===== src/rtl/mtimer5.sv =====
module mtimer5 #(
  parameter int CW = 16
) (
  input  logic        clk,
  input  logic        rst_n,
  input  logic [7:0]  addr,
  input  logic [31:0] wdata,
  input  logic        wr_en,
  output logic [31:0] rdata,
  output logic [4:0]  irq
);
  localparam int NCH   = 5;
  localparam int DBASE = (CW == 16) ? 1 : 0;
  localparam logic [22:0] CTRL_MASK = 23'h7FFF0F;

  logic [15:0] cfg0_q;
  logic [19:0] cfg1_q;
  logic [22:0] ctrl_q;
  logic [4:0]  en_q, stat_q, expd;
  logic [NCH-1:0][CW-1:0] cbuf_q, cnt_q;
  logic [3:0][CW-1:0]     cmp_q;
  logic [NCH-1:0] halt_q, st_go, st_man, st_ar;

  wire cfg_wr  = wr_en && (addr == 8'h00 || addr == 8'h04);
  wire int_wr  = wr_en && (addr == 8'h44);

  always_ff @(posedge clk or negedge rst_n) begin
    if (!rst_n) begin
      cfg0_q <= '0;
      cfg1_q <= '0;
      ctrl_q <= '0;
      en_q   <= '0;
      stat_q <= '0;
    end else begin
      if (wr_en && addr == 8'h00) cfg0_q <= wdata[15:0];
      if (wr_en && addr == 8'h04) cfg1_q <= wdata[19:0];
      if (wr_en && addr == 8'h08) ctrl_q <= wdata[22:0] & CTRL_MASK;
      if (int_wr) en_q <= wdata[4:0];
      stat_q <= (stat_q & ~(int_wr ? wdata[9:5] : 5'd0)) | expd;
    end
  end

  for (genvar c = 0; c < NCH; c++) begin : g_ch
    localparam int GI  = (c == 0) ? 0 : c + 1;
    localparam int ARB = (c == 4) ? 4 * GI + 2 : 4 * GI + 3;
    localparam logic [7:0] OFS_CNT = 8'(12 + 12 * c);

    logic [7:0]  pre;
    logic [3:0]  sel;
    logic [4:0]  eraw;
    logic [2:0]  ex;
    logic [12:0] per, ph_q;
    logic        run, tick;

    assign st_go[c]  = ctrl_q[4*GI];
    assign st_man[c] = ctrl_q[4*GI+1];
    assign st_ar[c]  = ctrl_q[ARB];
    assign pre  = (c < 2) ? cfg0_q[7:0] : cfg0_q[15:8];
    assign sel  = cfg1_q[4*c +: 4];
    assign eraw = {1'b0, sel} + 5'(DBASE);
    assign ex   = (eraw > 5'd4) ? 3'd4 : eraw[2:0];
    assign per  = (13'(pre) + 13'd1) << ex;
    assign run  = st_go[c] && !st_man[c] && !halt_q[c];
    assign tick = run && !cfg_wr && (ph_q == per - 13'd1);
    assign expd[c] = tick && (cnt_q[c] == '0);

    always_ff @(posedge clk or negedge rst_n) begin
      if (!rst_n) begin
        ph_q      <= '0;
        cnt_q[c]  <= '0;
        cbuf_q[c] <= '0;
        halt_q[c] <= 1'b0;
      end else begin
        if (cfg_wr || !run || tick) ph_q <= '0;
        else                        ph_q <= ph_q + 13'd1;
        if (wr_en && addr == OFS_CNT) cbuf_q[c] <= wdata[CW-1:0];
        if (st_man[c]) begin
          cnt_q[c]  <= cbuf_q[c];
          halt_q[c] <= 1'b0;
        end else if (tick) begin
          if (cnt_q[c] != '0)  cnt_q[c]  <= cnt_q[c] - 1'b1;
          else if (st_ar[c])   cnt_q[c]  <= cbuf_q[c];
          else                 halt_q[c] <= 1'b1;
        end
      end
    end

    if (c < 4) begin : g_cmp
      always_ff @(posedge clk or negedge rst_n) begin
        if (!rst_n) cmp_q[c] <= '0;
        else if (wr_en && addr == OFS_CNT + 8'd4) cmp_q[c] <= wdata[CW-1:0];
      end
    end
  end

  assign irq = stat_q & en_q;

  always_comb begin
    rdata = '0;
    case (addr)
      8'h00: rdata = {16'd0, cfg0_q};
      8'h04: rdata = {12'd0, cfg1_q};
      8'h08: rdata = {9'd0, ctrl_q};
      8'h44: rdata = {22'd0, stat_q, en_q};
      8'h3C: rdata = 32'(cbuf_q[4]);
      8'h40: rdata = 32'(cnt_q[4]);
      default: ;
    endcase
    for (int c = 0; c < 4; c++) begin
      if (addr == 8'(12 + 12 * c)) rdata = 32'(cbuf_q[c]);
      if (addr == 8'(16 + 12 * c)) rdata = 32'(cmp_q[c]);
      if (addr == 8'(20 + 12 * c)) rdata = 32'(cnt_q[c]);
    end
  end
endmodule


===== config.mk =====
export PLATFORM = sky130hd
export DESIGN_NAME = mtimer5
export DESIGN_NICKNAME = d
export VERILOG_FILES = /design/src/rtl/mtimer5.sv
export SDC_FILE = /design/constraint.sdc
export NUM_CORES = 1
export LEC_CHECK = 0
export BUFFER_PORTS_ARGS = -buffer_cell sky130_fd_sc_hd__buf_2
export CAP_MARGIN = 20
export CORE_UTILIZATION = 45
export DETAILED_ROUTE_END_ITERATION = 7
export GPL_ROUTABILITY_DRIVEN = 1
export PLACE_DENSITY = 0.58
export SYNTH_ARGS = -nofsm -noshare
export SYNTH_HDL_FRONTEND = slang
export SYNTH_SLANG_ARGS = --single-unit

===== constraint.sdc =====
create_clock -name clk -period 5.8 [get_ports clk]
set_clock_uncertainty 0.1 [all_clocks]
set_input_delay 1.16 -clock clk [delete_from_list [all_inputs] [get_ports clk]]
set_output_delay 1.16 -clock clk [all_outputs]
set_load 0.03 [all_outputs]

* Yosys cells after proc, flatten, opt, wreduce, memory -nomap -nowiden
Index checks and enable logic that the tools add are counted.
Storage, ports and cells: register bits 359, bits in latches 0, RAM bits 0, bits in read-only memories 0, input port bits 43, output and inout port bits 37, word-level logic and storage cells 258, memories kept 0
Operators by class: add/subtract/negate cells 22, multipliers 0, divide/modulo/power cells 0, magnitude comparators 5, equal/unequal tests 32, shifts and indexed selects 5, mux-type cells 64, bitwise operators 4, reductions and logical operators 97
Operators with widths (number):
- 32-bit two-way mux | 12
- 16-bit two-way mux | 20
- 23-bit case mux with 6 select lines | 1
- 16-bit logical NOT | 5
- 16-bit nonzero test | 5
- 16-bit by 1-bit subtractor with 16-bit output, second input constant | 5
- 13-bit by 1-bit adder with 13-bit output, second input constant | 5
- 13-bit equality test | 5
- 13-bit two-way mux | 5
- 13-bit by 1-bit subtractor with 13-bit output, second input constant | 5
- 8-bit by 6-bit equality test with 1-bit output, second input constant | 8
- 1-bit logical AND | 39
- 13-bit by 3-bit << shifter with 13-bit output | 3
- 8-bit by 5-bit equality test with 1-bit output, second input constant | 4
- 9-bit by 3-bit << shifter with 13-bit output | 2
- 4-bit by 1-bit adder with 5-bit output, second input constant | 5
- 5-bit by 3-bit > comparator with 1-bit output, second input constant | 5
- 1-bit two-way mux | 20
- 2-bit inequality test, second input constant | 10
- 8-bit by 1-bit adder with 9-bit output, second input constant | 2
- 8-bit by 4-bit equality test with 1-bit output, second input constant | 2
- 8-bit by 7-bit equality test with 1-bit output, second input constant | 2
- 1-bit logical NOT | 16
- 3-bit two-way mux | 5
- other kinds (11) | 38

* Logic depth before layout (Yosys ltp)
Gate-level depths: netlist (run 1).
depth in word-level cells 14, gate-level depth with buffers 21, depth with buffers taken out 17

* Worst setup path after synthesis (run 1)
No wires, ideal clock.
path kind reg-to-reg, from register cfg1_q[17], to register cnt_q[66] (netlist bit), library setup time 0.123 ns, arrival 5.046 ns, data required time 5.577 ns, slack 0.531 ns, cell stages (with the launch flop) 22, path buffers 4, clock period less this slack 5.269 ns, path through dfrtp_1 > ha_1 > clkbuf_1 > and2_1 > a21oi_1 > or2_2 > buf_2 > buf_1 > nor2_1 > nand3_1 > ha_1 > nand2_1 > a2bb2oi_1 > o31ai_1 > o21ai_0 > nand3b_1 > nor4_1 > o2111ai_1 > nor4b_2 > clkbuf_1 > nand3_1 > o221a_2
On the way: longest elaborated chain between the ends 9
Ends and longest elaborated chain:
- from (decl) | line 17 | logic [19:0] cfg1_q;
- from (signal assigned) | line 36 | if (wr_en && addr == 8'h04) cfg1_q <= wdata[19:0];
- 4-bit by 1-bit adder with 5-bit output * | line 60 | assign eraw = {1'b0, sel} + 5'(DBASE);
- 5-bit by 3-bit > comparator with 1-bit output | line 61 | assign ex = (eraw > 5'd4) ? 3'd4 : eraw[2:0];
- 3-bit two-way mux * | line 61
- 9-bit by 3-bit << shifter with 13-bit output * | line 62 | assign per = (13'(pre) + 13'd1) << ex;
- 13-bit by 1-bit subtractor with 13-bit output * | line 64 | assign tick = run && !cfg_wr && (ph_q == per - 13'd1);
- 13-bit equality test * | line 64
- 1-bit logical AND * | line 64
- 2-bit nonzero test (no source line) *
- 2-bit AND reduction (no source line) *
- to (signal, indexed assignment) | line 78 | cnt_q[c] <= cbuf_q[c];
- to (signal, indexed assignment) | line 82 | else if (st_ar[c]) cnt_q[c] <= cbuf_q[c];
- to (decl) | line 20 | logic [NCH-1:0][CW-1:0] cbuf_q, cnt_q;
Every way passes the cells marked *; elsewhere a longest branch is shown, timed or not. A chain may end at the register's enable or synchronous reset.

* Worst setup path after layout (run 1)
from input addr[1], to output rdata[14]
On the way: longest elaborated chain between the ends 14, elaborated cells between the ends (all ways) 31, classes of those cells eq/ne: 17; mux: 13; reduce/logical: 1
Ends and longest elaborated chain:
- from (decl) | line 6 | input logic [7:0] addr,
- 8-bit by 7-bit equality test with 1-bit output, or another cell as far along | line 100 | case (addr)
- 23-bit case mux with 6 select lines | line 100
- 32-bit two-way mux | line 110 | if (addr == 8'(12 + 12 * c)) rdata = 32'(cbuf_q[c]);
- 32-bit two-way mux | line 111 | if (addr == 8'(16 + 12 * c)) rdata = 32'(cmp_q[c]);
- 32-bit two-way mux | line 112 | if (addr == 8'(20 + 12 * c)) rdata = 32'(cnt_q[c]);
- 32-bit two-way mux | line 110
- 32-bit two-way mux | line 111
- 32-bit two-way mux | line 112
- 32-bit two-way mux | line 110
- 32-bit two-way mux | line 111
- 32-bit two-way mux | line 112
- 32-bit two-way mux | line 110
- 32-bit two-way mux | line 111
- 32-bit two-way mux * | line 112
- to (decl) | line 9 | output logic [31:0] rdata,
Marked as above.

==> results summary, run 1 <==
The flow ran to the end, and the final reports show no timing, DRC or antenna violations. After Yosys synthesis, full adders, half adders and majority gates account for 1.57% of the synthesized area. The library cell used most frequently in the layout, excluding fill and tap cells, is sky130_fd_sc_hd__dfrtp_1.

The final number of hold-violating endpoints is 0. After synthesis, the largest family of logic cells by area is compound AO/OA/AOI/OAI gates. The average instance in the mapped netlist occupies 8.82 um2. In the layout the commonest cells are sky130_fd_sc_hd__dfrtp_1, sky130_fd_sc_hd__nor2_1, sky130_fd_sc_hd__mux2_2, sky130_fd_sc_hd__nand2_1, sky130_fd_sc_hd__a21oi_1. The final critical path takes up 97.0% of the cycle.

STA classifies the critical path endpoint as an output port. The number of placement rows came out at 86. The highest clock rate is 178 MHz. The required time of the critical path came out at 4540 ps. The die covers 0.0577 mm2. In the global route stage, overall resource usage came out at 30.1%. During placement, the flow inserted port buffers numbering 61. The gate count of the mapped netlist is 2894. The compound-cell area share of the yosys netlist came out at 21.6%.

The worst setup path is launched from an input pin. TritonCTS built the clock tree. The minimum setup slack among reg-to-reg paths is 390 ps. The parity-gate share of the synthesized area counting xor and xnor cells is 4.59%. The smallest clock period supported by the final layout is computed as 5620 ps.

The post-synth design cell area came out at 0.0255 mm2. The proportion of total power due to net switching came out at 35.0%. The placed wire-length estimate after detailed placement came out at 63.7 mm.

The number of different library cells in the post-synthesis netlist came out at 100. The sink count of the clock tree came out at 359. The proportion of power drawn by flip-flops and latches came out at 39.6%. The cell depth of the worst flop-to-flop path is 14. Buffers inserted to repair hold after CTS numbered 0. Summed over all cells, the static leakage comes to 12.1 nW. The type of the worst setup path is in -> out. The tightest min-delay check is of the reg -> reg type. The source-to-sink clock delay at the later pin of the worst-skew pair is 610 ps. The first detailed-routing pass ran for 8 iterations.

The multiplexer share of the synthesized area is 11.5%. The final net count came out at 2985. The number of cells traversed by the worst hold path is 1. Of the total synthesized cell area, the portion taken by AND, OR, NAND and NOR gates is 21.3%. The floorplan die height came out at 240 um.

Setup repair after global routing left no endpoint under its margin. The routed design has 87.2 mm of wire. The switching power is 2.84 mW. The most used flip-flop cell after synthesis is sky130_fd_sc_hd__dfrtp_1. The number of flip-flops and latches in the synthesized netlist came out at 359. Setup violations remaining at the end of the flow were counted as 0.

The worst-case clock buffer depth came out at 3. The global-route wire length before repair came out at 135 mm. The routed layout has 24022 vias.

The post-route antenna net violation count is 0. The TritonCTS buffer count is 42. The clock share of power is 35.4%. The reported max-cap violation count is 0. Entering global routing, the biggest net connects 102 pins. At the end of routability-driven placement, the weighted congestion stood at 0.916. The count of flip-flops with a built-in enable after synthesis is 0. The boundary pin count came out at 80. The clock-pin slew on the worst setup and hold paths is 60 ps. Of all nets on the critical path, the largest fanout is 20. The relative contribution of combinational cells to total power came out at 25.0%. The number of antenna violations at the first check in global routing is 3. At the pin with the least slew margin, the transition time is 994 ps. The relative area change from synthesis to final layout is 10.9%.

The fraction of the yosys area taken by sequential cells came out at 35.2%. The post-CTS setup repair buffer count is 0. The cell-internal power came out at 5.27 mW. The tightest slew margin relative to the limit is 33.5%.

The number of DRC violations after detailed routing came out at 0. The cell at the root of the clock tree is sky130_fd_sc_hd__clkbuf_16. The placeable core region is 0.0555 mm2. The via count of the first global-routing pass was 22714. The maximum vdd ir drop is 237 uV. The average routed wire per standard cell is 23.6 um. For this configuration, the core starts out at a cell density of 46.0%.

The number of pins exceeding their max-slew limit in the final report came out at 0. The share of synthesized registers carrying an async set or reset is 100%. After detailed routing, the number of vias per cell comes to 6.51.

The fraction of final layout cells sized beyond drive strength 1 is 17.4%. The H-tree generated during clock tree synthesis spans 2 levels. The total overflow left after global routing is 0. The die width is 240 um. The total negative setup slack came out at 0 ps.

During synthesis, Yosys emitted a total of 0 warnings. In this run, the number of DRC markers left after iteration 0 of detailed routing was 2429. Power spread over the standard cell area amounts to 286 mW/mm2.

Data arrives at the worst endpoint at 4360 ps. The fraction of the core area covered by cells at the end of the flow is 51.0%.
[path summary, 6_finish.rpt]
path | startpoint | to
worst max-delay path | addr[1] | rdata[14]
worst min-delay path | cmp_q[7]$_DFFE_PN0P_ | cmp_q[7]$_DFFE_PN0P_
worst max register to register | cfg1_q[1]$_DFFE_PN0P_ | cnt_q[10]$_DFFE_PN0P_
worst min register to register | cmp_q[7]$_DFFE_PN0P_ | cmp_q[7]$_DFFE_PN0P_
max in group asynchronous | rst_n | cmp_q[11]$_DFFE_PN0P_
min in group asynchronous | rst_n | g_ch[1].ph_q[12]$_DFF_PN0_
[through the flow]
stage / std cells / hold WS [ps] / setup WS [ps] / cell area (um2) / total power [mW]
floorplan: 2902 / 361 / 531 / 25600 / 4.54
CTS: 3690 / 402 / 272 / 28300 / 8.10
global route: 3691 / 417 / 47.5 / 28300 / 8.50
global placement: 3613 / 378 / 299 / 26800 / 5.17
detailed placement: 3613 / 387 / 295 / 26800 / 5.22
finish: 3692 / 400 / 177 / 28300 / 8.10
[area by class of cell]
type / count / area, um2
Fill cell: 5245 / 27200
Clock inverter: 20 / 264
Multi-Input combinational cell: 2276 / 15500
Tap cell: 748 / 936
Inverter: 83 / 312
Antenna cell: 1 / 2.50
Sequential cell: 359 / 8980
Clock buffer: 57 / 1240
Timing Repair Buffer: 148 / 1040
[worst max-delay path: stages]
cell and delay [ps]:
sky130_fd_sc_hd__buf_2 130, sky130_fd_sc_hd__or4b_2 820, sky130_fd_sc_hd__nor2_2 180, sky130_fd_sc_hd__buf_12 190, sky130_fd_sc_hd__a22oi_1 110, sky130_fd_sc_hd__a41oi_1 430, sky130_fd_sc_hd__a21oi_1 80, sky130_fd_sc_hd__a21oi_1 170
sky130_fd_sc_hd__a21oi_1 50, sky130_fd_sc_hd__a21oi_1 290, sky130_fd_sc_hd__o22ai_1 140, sky130_fd_sc_hd__a21oi_1 230, sky130_fd_sc_hd__a221o_1 150, sky130_fd_sc_hd__buf_2 200
[cells in the mapped netlist, types with 11 or more instances]
library cell	n	area, um2
sky130_fd_sc_hd__nand3b_1	11	82.6
sky130_fd_sc_hd__mux2i_1	49	490
sky130_fd_sc_hd__nand3_1	130	651
sky130_fd_sc_hd__nor2b_1	17	106
sky130_fd_sc_hd__clkbuf_1	146	548
sky130_fd_sc_hd__o211ai_1	35	263
sky130_fd_sc_hd__o211a_1	14	140
sky130_fd_sc_hd__o21ai_0	103	515
sky130_fd_sc_hd__ha_1	32	400
sky130_fd_sc_hd__and4_1	11	96.3
sky130_fd_sc_hd__nor4b_1	15	131
sky130_fd_sc_hd__nand2_1	204	766
sky130_fd_sc_hd__xnor2_1	70	613
sky130_fd_sc_hd__a22oi_1	64	480
sky130_fd_sc_hd__a21oi_1	142	711
sky130_fd_sc_hd__o311ai_0	13	114
sky130_fd_sc_hd__or3_1	33	206
sky130_fd_sc_hd__dfrtp_1	359	8980
sky130_fd_sc_hd__nor2_1	264	991
sky130_fd_sc_hd__and2_1	31	194
sky130_fd_sc_hd__buf_2	17	85.1
sky130_fd_sc_hd__buf_4	11	82.6
sky130_fd_sc_hd__mux2_2	216	2430
sky130_fd_sc_hd__nor4_1	45	282
sky130_fd_sc_hd__or2_2	22	138
sky130_fd_sc_hd__a221oi_1	19	166
sky130_fd_sc_hd__a211o_1	16	140
sky130_fd_sc_hd__inv_1	80	300
sky130_fd_sc_hd__and3_1	52	325
sky130_fd_sc_hd__a22o_1	16	140
sky130_fd_sc_hd__o31ai_1	21	158
sky130_fd_sc_hd__a211oi_1	51	383
sky130_fd_sc_hd__xor2_1	62	543
sky130_fd_sc_hd__a31oi_1	48	300
sky130_fd_sc_hd__a21o_1	16	120
sky130_fd_sc_hd__o22ai_1	17	106
sky130_fd_sc_hd__nor3_1	91	455
sky130_fd_sc_hd__nand4_1	50	313
sky130_fd_sc_hd__a221o_1	13	130
sky130_fd_sc_hd__nand2b_1	24	150
sky130_fd_sc_hd__o21a_1	16	120
sky130_fd_sc_hd__or4_1	21	158
sky130_fd_sc_hd__a31o_2	11	96.3
sky130_fd_sc_hd__o32ai_1	18	158
[repair_timing]
action / CTS / global route
gates resized for setup: 0 / 3
endpoints found under the setup margin: 0 / 5
endpoints found under the hold margin: 0 / 0
[per-layer routing]
layer / part of all wire, % / track usage (%) / wire, um
met1: 46 / 43.7 / 39700
met2: 44 / 45.4 / 38400
met3: 7.3 / 4.64 / 6350
met4: 3.2 / 10.2 / 2820
met5: 0 / 0 / 0
[flip-flops by register name, summed over array words and instances (netlist names)]
register / count
cbuf_q: 80
cnt_q: 80
g_ch.ph_q: 65
cmp_q: 64
cfg1_q: 20
ctrl_q: 19
cfg0_q: 16
en_q: 5
halt_q: 5
stat_q: 5
[power by group through the flow]
stage / registers [mW] / logic, mW / clock network (mW)
final: 3.21 / 2.03 / 2.87
after global routing: 3.24 / 2.25 / 3.01
after CTS: 3.18 / 2.00 / 2.91
after detailed placement: 3.23 / 1.99 / 0
after global placement: 3.23 / 1.94 / 0
after floorplan: 3.02 / 1.52 / 0
[cells by family (layout without fill, tap and decap cells)]
logic type | Yosys count | after routing
AO/OA/AOI/OAI | 771 | 771
AND/OR/NAND/NOR | 1065 | 1065
multiplexers | 266 | 266
other | 1 | 10
buffers and inverters | 267 | 308
flip-flops | 359 | 359
XOR/XNOR | 133 | 133
adder cells (fa/ha/maj) | 32 | 32
Power figures use the tool's default switching activity.
==> run 2, diff against run 1 <==
- ABC_AREA: unset -> 1
==> results summary, run 2 <==
Result of the run: complete, no violations (unchanged). The post-route antenna net violation count is 0 (unchanged). The number of instances resized during post-cts repair came out at 0 (unchanged). The buffer and inverter count on the worst path came out at 4 (was 3). The worst setup slack after layout was 282 ps (was 177 ps). The largest incremental delay on the critical path came out at 580 ps (was 820 ps). The fraction of the core area covered by cells at the end of the flow came to 50.0% (was 51.0%). The number of antenna violations at the first check in global routing is 1 (was 3).

The most instantiated flip-flop cell in the synthesis netlist is sky130_fd_sc_hd__dfrtp_1 (unchanged). The global-route usage over all layers was 28.7% (was 30.1%). The global-route wire length before repair is 127 mm (was 135 mm). The gate count of the mapped netlist was 3701 (was 2894). The cell at the root of the clock tree is sky130_fd_sc_hd__clkbuf_16 (unchanged). The register area came out at 0.00898 mm2 (unchanged). The area fraction in and, or, nand and nor cells after synthesis is 39.7% (was 21.3%).

The highest clock rate is 181 MHz (was 178 MHz). The design area came to 0.0270 mm2 (was 0.0283 mm2). Unrepaired setup endpoints after global routing: no (unchanged). The minimum clock period was 5520 ps (was 5620 ps). The power density over the cells came out at 328 mW/mm2 (was 286 mW/mm2). The type of element launching the critical path is an input pin (unchanged). The end point of the critical path is rdata[0] (was rdata[14]). The via count normalized by instance count came to 5.54 (was 6.51).

The sink count of the clock tree came out at 359 (unchanged). The critical path launch point is addr[0] (was addr[1]). The required time of the critical path was 4540 ps (about the same).

The count of antenna diodes in the layout was 0 (was 1). The largest net degree at the start of global routing came to 110 (was 102). The static leakage came out at 13.6 nW (was 12.1 nW). Leading cell types in the layout, fill and taps excluded: sky130_fd_sc_hd__nand2_1, sky130_fd_sc_hd__nand3_1, sky130_fd_sc_hd__dfrtp_1, sky130_fd_sc_hd__inv_1, sky130_fd_sc_hd__o21ai_0 (was sky130_fd_sc_hd__dfrtp_1, sky130_fd_sc_hd__nor2_1, sky130_fd_sc_hd__mux2_2, sky130_fd_sc_hd__nand2_1, sky130_fd_sc_hd__a21oi_1). The post-synth design cell area came out at 0.0247 mm2 (was 0.0255 mm2). The nature of the critical path endpoint was an output port (unchanged).

The type of the worst setup path was in -> out (unchanged). The number of violations reported at the end of detailed-routing iteration 0 is 2242 (was 2429). The total stage count of the critical path was 17 (was 14). The number of DRC violations after detailed routing is 0 (unchanged). The family with the most delay on the worst path was simple AND/OR/NAND/NOR gates (was compound AO/OA/AOI/OAI gates). The worst flop-to-flop path startpoint is cfg1_q[17]$_DFFE_PN0P_ (was cfg1_q[1]$_DFFE_PN0P_). The reported max-cap violation count came out at 0 (unchanged). The fraction of the yosys area taken by sequential cells came out at 36.4% (was 35.2%).

The source-to-sink clock delay at the later pin of the worst-skew pair came out at 620 ps (was 610 ps). The TritonCTS clock tree is built (unchanged). The largest family of logic cells by synthesized area is simple AND/OR/NAND/NOR gates (was compound AO/OA/AOI/OAI gates).

The fraction of final layout cells sized beyond drive strength 1 is 7.50% (was 17.4%). The cell depth of the worst flop-to-flop path is 21 (was 14). The number of placement rows came out at 85 (was 86). The number of different library cells in the post-synthesis netlist is 65 (was 100).

The critical path data arrival time came out at 4260 ps (was 4360 ps). The total die area was 0.0558 mm2 (was 0.0577 mm2). The share of synthesized registers carrying an async set or reset came out at 100% (unchanged). The path category of the worst min-delay check is reg -> reg (unchanged). The H-tree level count came to 2 (unchanged).

The floorplan die height is 236 um (was 240 um). The multiplexer share of the synthesized area is 0.0405% (was 11.5%). The post-place setup slack is 522 ps (was 295 ps). The worst-case clock buffer depth was 3 (unchanged). The cell area reported after detailed placement is 0.0255 mm2 (was 0.0268 mm2). The share of the synthesized area in the top cell type is 36.4% (was 35.2%). The post-synthesis adder-cell area fraction is 1.62% (was 1.57%). The tightest slew margin relative to the limit came out at 33.6% (was 33.5%). The via count of the first global-routing pass was 22569 (was 22714). The number of flip-flops and latches in the synthesized netlist is 359 (unchanged). The final worst-path cycle share was 95.1% (was 97.0%). The die width is 236 um (was 240 um).

The final number of hold-violating endpoints came out at 0 (unchanged). The placeable core region is 0.0540 mm2 (was 0.0555 mm2). The parity-gate share of the synthesized area counting xor and xnor cells is 3.15% (was 4.59%). The clock-pin slew on the worst setup and hold paths came out at 60 ps (about the same).

The highest net fanout along the worst path is 10 (was 20). The average routed wire per standard cell is 18.1 um (was 23.6 um). The number of failing setup endpoints in the final timing report came to 0 (unchanged). The footprint of the multi-input gates came out at 0.0137 mm2 (was 0.0155 mm2). The number of detailed-route iterations in the first pass is 6 (was 8). The relative area change from synthesis to final layout came out at 9.24% (was 10.9%).

Synth top area cells: sky130_fd_sc_hd__dfrtp_1, sky130_fd_sc_hd__nand2_1, sky130_fd_sc_hd__nand3_1 (was sky130_fd_sc_hd__dfrtp_1, sky130_fd_sc_hd__mux2_2, sky130_fd_sc_hd__nor2_1). The starting density of the core is 45.7% (was 46.0%). The most used standard cell by instance count after synthesis is sky130_fd_sc_hd__nand2_1 (was sky130_fd_sc_hd__dfrtp_1).

The final net count is 3777 (was 2985). The count of input and output buffers was 61 (unchanged). The cell with the largest stage delay on the worst path is sky130_fd_sc_hd__a2111oi_0 (was sky130_fd_sc_hd__or4b_2). The synthesized area per cell is 6.68 um2 (was 8.82 um2). The boundary pin count came to 80 (unchanged). The minimum setup slack among reg-to-reg paths came out at 1070 ps (was 390 ps).

The compound-cell area share of the yosys netlist is 10.6% (was 21.6%). The total power consumption of the routed design came out at 8.84 mW (was 8.10 mW). The number of synthesis warnings is 0 (unchanged). The capture instance of the worst register-to-register path is cnt_q[76]$_DFFE_PN0P_ (was cnt_q[10]$_DFFE_PN0P_). The maximum vdd ir drop came to 303 uV (was 237 uV).

The post-CTS setup repair buffer count came out at 0 (unchanged). The total wirelength of the detailed-routed design is 80.2 mm (was 87.2 mm). Registers with the most flip-flops: cbuf_q (80), cnt_q (80), g_ch.ph_q (65) (unchanged). The placed wire-length estimate after detailed placement came to 59.8 mm (was 63.7 mm).

The number of pins exceeding their max-slew limit in the final report is 0 (unchanged). The actual transition at the worst max-transition pin is 994 ps (about the same). The total via count in the routed design is 24544 (was 24022). The TritonCTS buffer count is 44 (was 42). Most frequent cells after synthesis: sky130_fd_sc_hd__nand2_1, sky130_fd_sc_hd__nand3_1, sky130_fd_sc_hd__dfrtp_1 (was sky130_fd_sc_hd__dfrtp_1, sky130_fd_sc_hd__nor2_1, sky130_fd_sc_hd__mux2_2).

The commonest non-fill, non-tap cell in the layout is sky130_fd_sc_hd__nand2_1 (was sky130_fd_sc_hd__dfrtp_1). The library cell occupying the most area in the post-synthesis netlist is sky130_fd_sc_hd__dfrtp_1 (unchanged). The hold buffer count at CTS came out at 0 (unchanged).

The count of flip-flops with a built-in enable after synthesis came out at 0 (unchanged). Cell breakdown of the critical path: buf_2 > inv_1 > nand2_1 > nor3_1 > nand2_1 > clkinv_1 > nand2_1 > o21ai_0 > a2111oi_0 > nand4_1 > a21oi_1 > nand3_1 > o21ai_0 > nand3_1 > nor2_1 > nand3_1 > buf_2 (was buf_2 > or4b_2 > nor2_2 > buf_12 > a22oi_1 > a41oi_1 > a21oi_1 > a21oi_1 > a21oi_1 > a21oi_1 > o22ai_1 > a21oi_1 > a221o_1 > buf_2). The final global-route overflow total came out at 0 (unchanged). The filler cell count is 5471 (was 5245). The weighted congestion at the end of routability-driven global placement is 0.938 (was 0.916). The total negative setup slack is 0 ps (unchanged).
==> run 2: area by class of cell <==
cell class / count / share of cell area [%]
sequential: 359 / 33.3
timing repair buffer: 97 / 2.29
multi-input combinational: 2849 / 50.6
tap: 696 / 3.23
inverter: 351 / 4.90
clock inverter: 28 / 1.37
clock buffer: 51 / 4.33
==> run 2: report_power, final <==
part / switching (mW) / total [mW] / leakage (nW) / internal, mW
logic: 1.89 / 2.85 / 7.88 / 0.962
registers: 0.319 / 3.05 / 4.92 / 2.73
clock network: 1.21 / 2.94 / 0.756 / 1.73
==> run 2: through the flow <==
stage | std cells | hold slack (ps)
2_1_floorplan | 3709 | 342
3_3_place_gp | 4351 | 362
3_5_place_dp | 4352 | 371
4_1_cts | 4431 | 386
5_1_grt | 4431 | 402
6_report | 4431 | 387
==> run 2: cell families (layout without fill, tap and decap cells) <==
| kind of cell | count (synthesis) | count (layout) |
|---|---|---|
| mux | 1 | 1 |
| flops | 359 | 359 |
| other cells | 1 | 9 |
| fa+ha+maj | 32 | 32 |
| buf+inv | 501 | 527 |
| compound gates | 485 | 485 |
| xor+xnor | 83 | 83 |
| simple gates | 2239 | 2239 |
==> run 2: per-layer routing <==
metal	vias to the layer above	GRT usage (%)	routed length [um]
li1	12068	-	-
met1	11573	40.7	36500
met2	766	45.4	36500
met3	137	3.27	4470
met4	0	10.0	2730
met5	-	0	0
==> run 2: worst min-delay path by stage <==
| stage | end | slack (ps) | cells after the start | start |
|---|---|---|---|---|
| finish | cmp_q[53]$_DFFE_PN0P_ | 390 | 2 | cmp_q[53]$_DFFE_PN0P_ |
| global route | cmp_q[7]$_DFFE_PN0P_ | 400 | 2 | cmp_q[7]$_DFFE_PN0P_ |
| CTS | cmp_q[20]$_DFFE_PN0P_ | 390 | 2 | cmp_q[20]$_DFFE_PN0P_ |
| detailed placement | cmp_q[20]$_DFFE_PN0P_ | 370 | 2 | cmp_q[20]$_DFFE_PN0P_ |
| global placement | cmp_q[20]$_DFFE_PN0P_ | 360 | 2 | cmp_q[20]$_DFFE_PN0P_ |
| floorplan | halt_q[4]$_DFFE_PN0P_ | 340 | 1 | ctrl_q[21]$_DFFE_PN0P_ |
==> run 2: worst reg2reg max path, cell delays in order (launching register included) <==
cell and delay, ps:
sky130_fd_sc_hd__dfrtp_1 520, sky130_fd_sc_hd__ha_1 310, sky130_fd_sc_hd__nand2_1 140, sky130_fd_sc_hd__nand3_1 110, sky130_fd_sc_hd__nand2_1 80, sky130_fd_sc_hd__inv_2 110
sky130_fd_sc_hd__nand2_2 120, sky130_fd_sc_hd__a21oi_4 460, sky130_fd_sc_hd__nand2_1 310, sky130_fd_sc_hd__ha_1 320, sky130_fd_sc_hd__nand2_1 140, sky130_fd_sc_hd__nor2_4 90
sky130_fd_sc_hd__a21oi_1 150, sky130_fd_sc_hd__nand2_1 60, sky130_fd_sc_hd__nor2_1 120, sky130_fd_sc_hd__nand3_1 80, sky130_fd_sc_hd__nor2_1 190, sky130_fd_sc_hd__nand4_1 360
sky130_fd_sc_hd__nand2_2 440, sky130_fd_sc_hd__nand2_4 210, sky130_fd_sc_hd__nand2_1 110, sky130_fd_sc_hd__nand2_1 50
